--- config.mk ---
export PLATFORM = sky130hd
export DESIGN_NAME = gpio_port
export DESIGN_NICKNAME = d
export VERILOG_FILES = /design/src/rtl/gpio_pkg.sv /design/src/rtl/gpio_sync.sv /design/src/rtl/gpio_regs.sv /design/src/rtl/gpio_irq.sv /design/src/rtl/gpio_port.sv
export SDC_FILE = /design/constraint.sdc
export NUM_CORES = 1
export LEC_CHECK = 0
export BUFFER_PORTS_ARGS = -buffer_cell sky130_fd_sc_hd__buf_2
export CAP_MARGIN = 20
export CORE_ASPECT_RATIO = 1.1
export CORE_MARGIN = 4
export CORE_UTILIZATION = 60
export CTS_BUF_LIST = sky130_fd_sc_hd__clkbuf_2 sky130_fd_sc_hd__clkbuf_4 sky130_fd_sc_hd__clkbuf_8
export DETAILED_ROUTE_END_ITERATION = 16
export PLACE_DENSITY = 0.82
export SETUP_SLACK_MARGIN = 0.3
export SLEW_MARGIN = 20
export SYNTH_ARGS = -nofsm -noshare
export SYNTH_HDL_FRONTEND = slang
export SYNTH_HIERARCHICAL = 1
export SYNTH_SLANG_ARGS = --single-unit
--- constraint.sdc ---
create_clock -name clk -period 3.85 [get_ports clk]
set_input_delay 1.155 -clock clk [delete_from_list [all_inputs] [get_ports clk]]
set_output_delay 1.155 -clock clk [all_outputs]
set_load 0.1 [all_outputs]
--- src/rtl/gpio_pkg.sv ---
package gpio_pkg;

  typedef enum logic [3:0] {
    SEL_NONE,
    SEL_DOUT,
    SEL_DIR,
    SEL_IEN,
    SEL_ITYPE,
    SEL_IPOL,
    SEL_ISTAT,
    SEL_IEOI,
    SEL_EXT
  } reg_sel_e;

  localparam int unsigned OFFW = 16;

  localparam logic [OFFW-1:0] OFF_DOUT     = 16'h0000;
  localparam logic [OFFW-1:0] OFF_DIR      = 16'h0004;
  localparam logic [OFFW-1:0] OFF_IRQ_BASE = 16'h0030;
  localparam logic [OFFW-1:0] OFF_IEN      = OFF_IRQ_BASE + 16'h0000;
  localparam logic [OFFW-1:0] OFF_ITYPE    = OFF_IRQ_BASE + 16'h0004;
  localparam logic [OFFW-1:0] OFF_IPOL     = OFF_IRQ_BASE + 16'h0008;
  localparam logic [OFFW-1:0] OFF_ISTAT    = OFF_IRQ_BASE + 16'h000C;
  localparam logic [OFFW-1:0] OFF_IEOI     = OFF_IRQ_BASE + 16'h0010;
  localparam logic [OFFW-1:0] OFF_EXT      = OFF_IRQ_BASE + 16'h0014;

  function automatic reg_sel_e decode_off(input logic [OFFW-1:0] off);
    reg_sel_e s;
    case (off)
      OFF_DOUT:  s = SEL_DOUT;
      OFF_DIR:   s = SEL_DIR;
      OFF_IEN:   s = SEL_IEN;
      OFF_ITYPE: s = SEL_ITYPE;
      OFF_IPOL:  s = SEL_IPOL;
      OFF_ISTAT: s = SEL_ISTAT;
      OFF_IEOI:  s = SEL_IEOI;
      OFF_EXT:   s = SEL_EXT;
      default:   s = SEL_NONE;
    endcase
    return s;
  endfunction

endpackage

--- src/rtl/gpio_sync.sv ---
module gpio_sync #(
  parameter int unsigned N      = 32,
  parameter int unsigned STAGES = 2
) (
  input  logic         clk,
  input  logic         rst_n,
  input  logic [N-1:0] d_async,
  output logic [N-1:0] q_sync
);

  logic [N-1:0] stg_q [STAGES];

  for (genvar s = 0; s < STAGES; s++) begin : g_stage
    logic [N-1:0] stg_d;
    if (s == 0) begin : g_first
      always_comb stg_d = d_async;
    end else begin : g_next
      always_comb stg_d = stg_q[s-1];
    end
    always_ff @(posedge clk or negedge rst_n) begin
      if (!rst_n) stg_q[s] <= '0;
      else        stg_q[s] <= stg_d;
    end
  end

  assign q_sync = stg_q[STAGES-1];

endmodule

--- src/rtl/gpio_regs.sv ---
module gpio_regs
  import gpio_pkg::*;
#(
  parameter int unsigned N  = 32,
  parameter int unsigned DW = 32,
  parameter int unsigned AW = 8
) (
  input  logic          clk,
  input  logic          rst_n,
  input  logic          bus_sel,
  input  logic          bus_wr,
  input  logic [AW-1:0] bus_addr,
  input  logic [DW-1:0] bus_wdata,
  output logic [DW-1:0] bus_rdata,
  input  logic [N-1:0]  status,
  input  logic [N-1:0]  ext_lvl,
  output logic [N-1:0]  dout_q,
  output logic [N-1:0]  dir_q,
  output logic [N-1:0]  ien_q,
  output logic [N-1:0]  itype_q,
  output logic [N-1:0]  ipol_q,
  output logic [N-1:0]  eoi_clr
);

  logic [OFFW-1:0] off;
  reg_sel_e        sel;
  logic            wr_hit;
  logic            rd_hit;
  logic [N-1:0]    wval;
  logic            dout_we, dir_we, ien_we, itype_we, ipol_we;

  always_comb begin
    off      = OFFW'(bus_addr);
    sel      = decode_off(off);
    wr_hit   = bus_sel & bus_wr;
    rd_hit   = bus_sel & ~bus_wr;
    wval     = bus_wdata[N-1:0];
    dout_we  = wr_hit && (sel == SEL_DOUT);
    dir_we   = wr_hit && (sel == SEL_DIR);
    ien_we   = wr_hit && (sel == SEL_IEN);
    itype_we = wr_hit && (sel == SEL_ITYPE);
    ipol_we  = wr_hit && (sel == SEL_IPOL);
    eoi_clr  = (wr_hit && (sel == SEL_IEOI)) ? wval : '0;
  end

  always_ff @(posedge clk or negedge rst_n) begin
    if (!rst_n) begin
      dout_q  <= '0;
      dir_q   <= '0;
      ien_q   <= '0;
      itype_q <= '0;
      ipol_q  <= '0;
    end else begin
      if (dout_we)  dout_q  <= wval;
      if (dir_we)   dir_q   <= wval;
      if (ien_we)   ien_q   <= wval;
      if (itype_we) itype_q <= wval;
      if (ipol_we)  ipol_q  <= wval;
    end
  end

  always_comb begin
    bus_rdata = '0;
    if (rd_hit) begin
      case (sel)
        SEL_DOUT:  bus_rdata = DW'(dout_q);
        SEL_DIR:   bus_rdata = DW'(dir_q);
        SEL_IEN:   bus_rdata = DW'(ien_q);
        SEL_ITYPE: bus_rdata = DW'(itype_q);
        SEL_IPOL:  bus_rdata = DW'(ipol_q);
        SEL_ISTAT: bus_rdata = DW'(status);
        SEL_EXT:   bus_rdata = DW'(ext_lvl);
        default:   bus_rdata = '0;
      endcase
    end
  end

endmodule

--- src/rtl/gpio_irq.sv ---
module gpio_irq #(
  parameter int unsigned N = 32
) (
  input  logic         clk,
  input  logic         rst_n,
  input  logic [N-1:0] lvl,
  input  logic [N-1:0] ien,
  input  logic [N-1:0] itype,
  input  logic [N-1:0] ipol,
  input  logic [N-1:0] eoi_clr,
  output logic [N-1:0] status,
  output logic         irq
);

  for (genvar i = 0; i < N; i++) begin : g_pin
    logic prev_q;
    logic lat_q, lat_d, lat_en;
    logic hit, lvl_act;

    always_comb begin
      hit     = itype[i] & ien[i] &
                (ipol[i] ? (lvl[i] & ~prev_q) : (~lvl[i] & prev_q));
      lat_en  = hit | eoi_clr[i];
      lat_d   = hit | (lat_q & ~eoi_clr[i]);
      lvl_act = ~itype[i] & ien[i] & (ipol[i] ? lvl[i] : ~lvl[i]);
    end

    always_ff @(posedge clk or negedge rst_n) begin
      if (!rst_n) begin
        prev_q <= 1'b0;
        lat_q  <= 1'b0;
      end else begin
        prev_q <= lvl[i];
        if (lat_en) lat_q <= lat_d;
      end
    end

    assign status[i] = lat_q | lvl_act;
  end

  assign irq = |(status & ien);

endmodule

--- src/rtl/gpio_port.sv ---
module gpio_port #(
  parameter int unsigned NPIN = 32,
  parameter int unsigned DW   = 32,
  parameter int unsigned AW   = 8
) (
  input  logic            clk,
  input  logic            rst_n,
  input  logic            bus_sel,
  input  logic            bus_wr,
  input  logic [AW-1:0]   bus_addr,
  input  logic [DW-1:0]   bus_wdata,
  output logic [DW-1:0]   bus_rdata,
  input  logic [NPIN-1:0] pin_in,
  output logic [NPIN-1:0] pin_out,
  output logic [NPIN-1:0] pin_oe,
  output logic            irq
);

  localparam int unsigned SYNC_STAGES = 2;

  logic [NPIN-1:0] in_sync;
  logic [NPIN-1:0] status;
  logic [NPIN-1:0] dout_q, dir_q, ien_q, itype_q, ipol_q;
  logic [NPIN-1:0] eoi_clr;

  gpio_sync #(.N(NPIN), .STAGES(SYNC_STAGES)) u_sync (
    .clk     (clk),
    .rst_n   (rst_n),
    .d_async (pin_in),
    .q_sync  (in_sync)
  );

  gpio_regs #(.N(NPIN), .DW(DW), .AW(AW)) u_regs (
    .clk       (clk),
    .rst_n     (rst_n),
    .bus_sel   (bus_sel),
    .bus_wr    (bus_wr),
    .bus_addr  (bus_addr),
    .bus_wdata (bus_wdata),
    .bus_rdata (bus_rdata),
    .status    (status),
    .ext_lvl   (in_sync),
    .dout_q    (dout_q),
    .dir_q     (dir_q),
    .ien_q     (ien_q),
    .itype_q   (itype_q),
    .ipol_q    (ipol_q),
    .eoi_clr   (eoi_clr)
  );

  gpio_irq #(.N(NPIN)) u_irq (
    .clk     (clk),
    .rst_n   (rst_n),
    .lvl     (in_sync),
    .ien     (ien_q),
    .itype   (itype_q),
    .ipol    (ipol_q),
    .eoi_clr (eoi_clr),
    .status  (status),
    .irq     (irq)
  );

  assign pin_out = dout_q;
  assign pin_oe  = dir_q;

endmodule

; After elaboration in Yosys (flattened, before gate mapping)
; Cells that the tools add are included.
; Widths: inputs -> output; s select.
[totals]
regBits = 288
input_bits = 76
output_inout_bits = 97
word_cells = 614
[classes]
n_eq_ne = 15
muxes = 68
bitwise = 452
reduce_logical = 8
[ops]
columns = op, count
row1 = $and 1x1->1, 226
row2 = $pmux 32 s7, 1
row3 = $not 1->1, 129
row4 = $or 1x1->1, 96
row5 = $mux 1, 64
row6 = $mux 32, 2
row7 = $and 32x32->32, 1
row8 = $eq 8x6->1 const B, 4
row9 = $pmux 4 s8, 1
row10 = $reduce_or 32->1, 1
row11 = $eq 4x3->1 const B, 4
row12 = $eq 8x7->1 const B, 2
row13 = $eq 4x2->1 const B, 2
row14 = $eq 8x3->1 const B, 1
row15 = $logic_not 8->1, 1
row16 = $logic_and 1x1->1, 6
row17 = $eq 4x1->1 const B, 1
row18 = $eq 4x4->1 const B, 1

; Depth between registers and ports, before layout
[logic_depth]
depth_word = 8
mapped_depth = 7
mapped_depth_nobuf = 7

; Cells and area by module
; Netlist, hierarchy kept.
[modules_own_cells]
columns = mod, n_inst, cells_each, area_each_um2, seq_area_each_um2
row1 = gpio_regs, 1, 634, 8157.8, 4003.8
row2 = gpio_irq, 1, 438, 3565.9, 1601.5
row3 = gpio_sync, 1, 64, 1601.5, 1601.5

; Worst setup path after synthesis
; No wires, ideal clock.
[synth_timing]
path_kind = input -> output
start = input port bus_addr[1]
end = output port bus_rdata[10]
t_arrival_ns = 3.790
required_ns = 2.695
path_slack_ns = -1.095
path_stages = 7
path_buffers = 3
path_cell_list = nor3_1 > buf_2 > and3_1 > clkbuf_1 > clkbuf_1 > a22oi_1 > a21oi_1
[synth_between]
elab_chain_len = 5
word_cells_on_any_way = 18
cone_classes = 14 x eq/ne / 3 x mux / 1 x reduce/logical
[synth_lines]
columns = element, line
row1 = "start, declared", gpio_port.sv:10  ; input logic [AW-1:0] bus_addr,
row2 = "$eq 8x7->1, or another cell as far along", gpio_pkg.sv:29  ; case (off)
row3 = $pmux 4 s8 *, gpio_pkg.sv:29
row4 = "$eq 4x4->1, or another cell as far along", gpio_regs.sv:65  ; case (sel)
row5 = $pmux 32 s7 *, gpio_regs.sv:65
row6 = $mux 32 *, gpio_regs.sv:64  ; if (rd_hit) begin
row7 = "end, declared", gpio_port.sv:12  ; output logic [DW-1:0] bus_rdata,
; Every way passes the cells marked *; elsewhere a longest branch is shown, timed or not.

; Worst setup path after layout
[layout_timing]
start = input port bus_addr[7]
end = output port bus_rdata[24]
; The elaborated chain is that of the path after synthesis.

==> impl_results.md <==
- Status: finished, violations left
- Failing checks: setup timing
- Via Count: around 11k
- IO Count: 173
- Most frequent cells in the layout: dfrtp_1, mux2_2, buf_2, nand2_1, o21ai_0
- CP Class: in2out
- Area grow syn2layout: 32.0%
- Die height: 164 um
- Routed Antenna Nets: 0
- Die X: about 150 um
- Final non-filler cell total: roughly 1.7k
- Fill cell count: around 1.1k
- CTS Sinks: around 290
- CP max FO: 8
- Yosys synthesis warning count: 6
- Worst path bufs/invs: 3
- Vias in the first global route: ~11k
- Layout cells sized above 1: 45.8%
- Synth Cell Area: ~0.013 mm^2
- Async set-reset flop share out of synthesis: between 90% and 100%
- Avg Inst Size Synth: around 12 um^2
- Cell Rows: 56
- Initial Utilization: 61.7%
- Die area: 0.0247 mm^2
- Worst vdd ir: 0.256 mV
- Hold Crit Class: reg2reg
- Post-synth EDFFs: 0
- Startpoint types: input pin
- Antenna violations before repair: 0
- Max cap viols: 0
- Final-report hold violation count: 0
- Largest net degree at the start of global routing: between 90 and 100
- H-tree depth: 2
- Clk buf depth: 3
- Top FF cell, synth: dfrtp_1
- Tcrit/Tclk final: 101%
- CTS root buf: clkbuf_8
- Number of I/O port buffers: ~170
- Gpl congestion: about 0.87
- WP data arrival: between 2 and 3 ns
- Clock latency at the later pin of the worst-skew pair: 0.57 ns
- Final setup fails: 3
- PwrDens: slightly below 400 mW/mm^2
- DP Worst Slack: -0.0956 ns
- Routed wire per std cell: about 26 um
- Leading cell type in the layout, fill and taps excluded: dfrtp_1
- First-pass GRT wire length: roughly 64 mm
- Gr usage total: around 34%
- Internal Dissipation: between 4000 and 5000 uW
- CTS Buf Count: 46
- Design Power: 6760 uW
- CTS tree: done
- Pins Over Slew Limit: 0
- Slowest CP cell: or4_4
- Critical-path cell list: buf_8, buf_6, or4_4, o22ai_1, nand2_1, a21oi_4, buf_12
- Avg Vias per Cell: 6.50
- P_leak: between 0.007 and 0.008 uW
- Unrepaired setup endpoints after global routing: yes
- Grt ovf: 0
- Clock share of power: about two fifths
- Net Sw Power: ~1800 uW
- Clk pin slew, worst setup/hold paths: around 0.070 ns
- Worst slew pin tran: just under 0.7 ns
- Fin nets: between 1k and 1.5k
- CP peak stage delay: 0.64 ns
- Cts hold-fix bufs: 0
- PnR worst setup slack: -0.0195 ns
- DR pass1 iterations: 7
- Syn Nets: approximately 1.2k
- # DRC: 0
- Post-Synthesis Cells: 1136
- DP HPWL: between 20 and 30 mm
- Fmax: between 200 and 300 MHz
- Part of the Yosys area used for sequential elements: between 50 and 60%
- #FFs+latches synth: between 200 and 300
- Switch share: between 20% and 30%
- Combinational power share: between 10% and 20%
- Cell family with most CP delay: simple AND/OR/NAND/NOR gates
- Max_slew headroom: roughly 54%
- Register share of total power: 48.0%
- Placed insts: between 1.5k and 2k
- Synth cell types: 44
- Core Region: around 0.022 mm^2
- Final WL: approximately 44 mm
- Data required, critical path: about 2.7 ns
- Layout Skew: about 0.028 ns
- Critical Path End Type: primary output
- Final min period: between 3 and 4 ns
- Initial drt markers: just over 1k
sequential cells by signal (all words and copies together) (netlist names):
signal                cells
u_sync/q_sync            32
u_regs/ipol_q            32
u_regs/itype_q           32
u_irq/g_pin.lat_q        32
u_irq/g_pin.prev_q       32
u_sync/g_stage.stg_d     32
u_regs/dout_q            32
u_regs/dir_q             32
u_regs/ien_q             32
per-stage QoR:
step	setup TNS (ns)	utilization, %	hold WS [ns]	instance area [um^2]
3_3_place_gp	-1.48	72.9	0.332	15700
3_5_place_dp	-1.49	72.9	0.335	15700
4_1_cts	-0.00363	80.1	0.347	17300
6_report	-0.0358	81.5	0.339	17600
2_1_floorplan	-2.89	-	0.331	13800
5_1_grt	-0.207	81.5	0.351	17600
cells in the mapped netlist (6+ instances only):
| cell | count | area [um^2] |
|---|---|---|
| a32oi_1 | 12 | 105 |
| mux2i_1 | 31 | 310 |
| nand3_1 | 35 | 175 |
| a31o_2 | 13 | 114 |
| nand2_1 | 115 | 432 |
| a22oi_1 | 73 | 548 |
| buf_4 | 6 | 45.0 |
| mux2_4 | 30 | 450 |
| o22a_1 | 17 | 149 |
| mux2_2 | 158 | 1780 |
| and2_1 | 33 | 206 |
| dfrtp_1 | 288 | 7210 |
| clkbuf_1 | 30 | 113 |
| xnor2_1 | 23 | 201 |
| nor2_1 | 37 | 139 |
| buf_2 | 11 | 55.1 |
| o21ai_0 | 64 | 320 |
| nor2b_1 | 13 | 81.3 |
| inv_1 | 46 | 173 |
| nand3b_1 | 7 | 52.6 |
| nand2b_1 | 8 | 50.1 |
| o22ai_1 | 15 | 93.8 |
| a21oi_1 | 33 | 165 |
final cells by class:
| cell class | count | area [um^2] | area share, % |
|---|---|---|---|
| clock buffers | 76 | 946 | 5.38 |
| well taps | 290 | 363 | 2.06 |
| inverters | 46 | 173 | 0.982 |
| diodes | 1 | 2.50 | 0.0142 |
| repair buffers | 242 | 2300 | 13.1 |
| multi-input cells | 753 | 6560 | 37.3 |
| flip-flops and latches | 288 | 7220 | 41.0 |
| clock inverters | 4 | 22.5 | 0.128 |
power groups by stage:
stage	sequential (uW)	combinational, uW	clock, uW
after floorplan	3390	258	0
after global placement	3280	627	0
final	3240	746	2760
after detailed placement	3290	639	0
after CTS	3240	704	2780
after global routing	3250	780	2930
timing repair:
item,4_1_cts,5_1_grt
cloned,4,2
pin swaps,45,47
gates resized for setup,83,50
setup buffers,14,4
setup endpoints to repair,33,33
hold endpoints to repair,0,0
cells by family (layout without fill, tap and decap cells):
logic type,after synthesis,in the layout,synth area share [%]
DFF,288,288,54.1
and+or+nand+nor,269,270,9.85
AOI/OAI and AO/OA,237,237,12.0
muxes,223,223,19.4
buffers and inverters,96,368,3.15
xor gates and xnor gates,23,23,1.51
other,0,1,0
path summary, 6_finish.rpt:
| kind | start | end | slack (ns) | cells after the start |
|---|---|---|---|---|
| setup / recovery | bus_addr[7] | bus_rdata[24] | -0.02 | 7 |
| hold / removal | u_sync/g_stage[1].stg_d[8]$_DFF_PN0_ | u_sync/q_sync[8]$_DFF_PN0_ | 0.34 | 0 |
| setup reg to reg | u_regs/ipol_q[9]$_DFFE_PN0P_ | u_irq/g_pin[9].lat_q$_DFFE_PN0P_ | 2.59 | 5 |
| hold reg to reg | u_sync/g_stage[1].stg_d[8]$_DFF_PN0_ | u_sync/q_sync[8]$_DFF_PN0_ | 0.34 | 0 |
| max in group asynchronous | rst_n | u_sync/q_sync[19]$_DFF_PN0_ | 2.28 | 2 |
| min in group asynchronous | rst_n | u_sync/q_sync[4]$_DFF_PN0_ | 0.60 | 1 |
layer usage:
layer	track usage, %	up-vias	part of all wire (%)
met2	55.2	765	48
met5	0	-	0
met1	43.2	5472	36
li1	-	4587	-
met4	17.5	0	6.3
met3	6.51	220	9.7
Note: power is estimated with default switching activity, not from simulation.
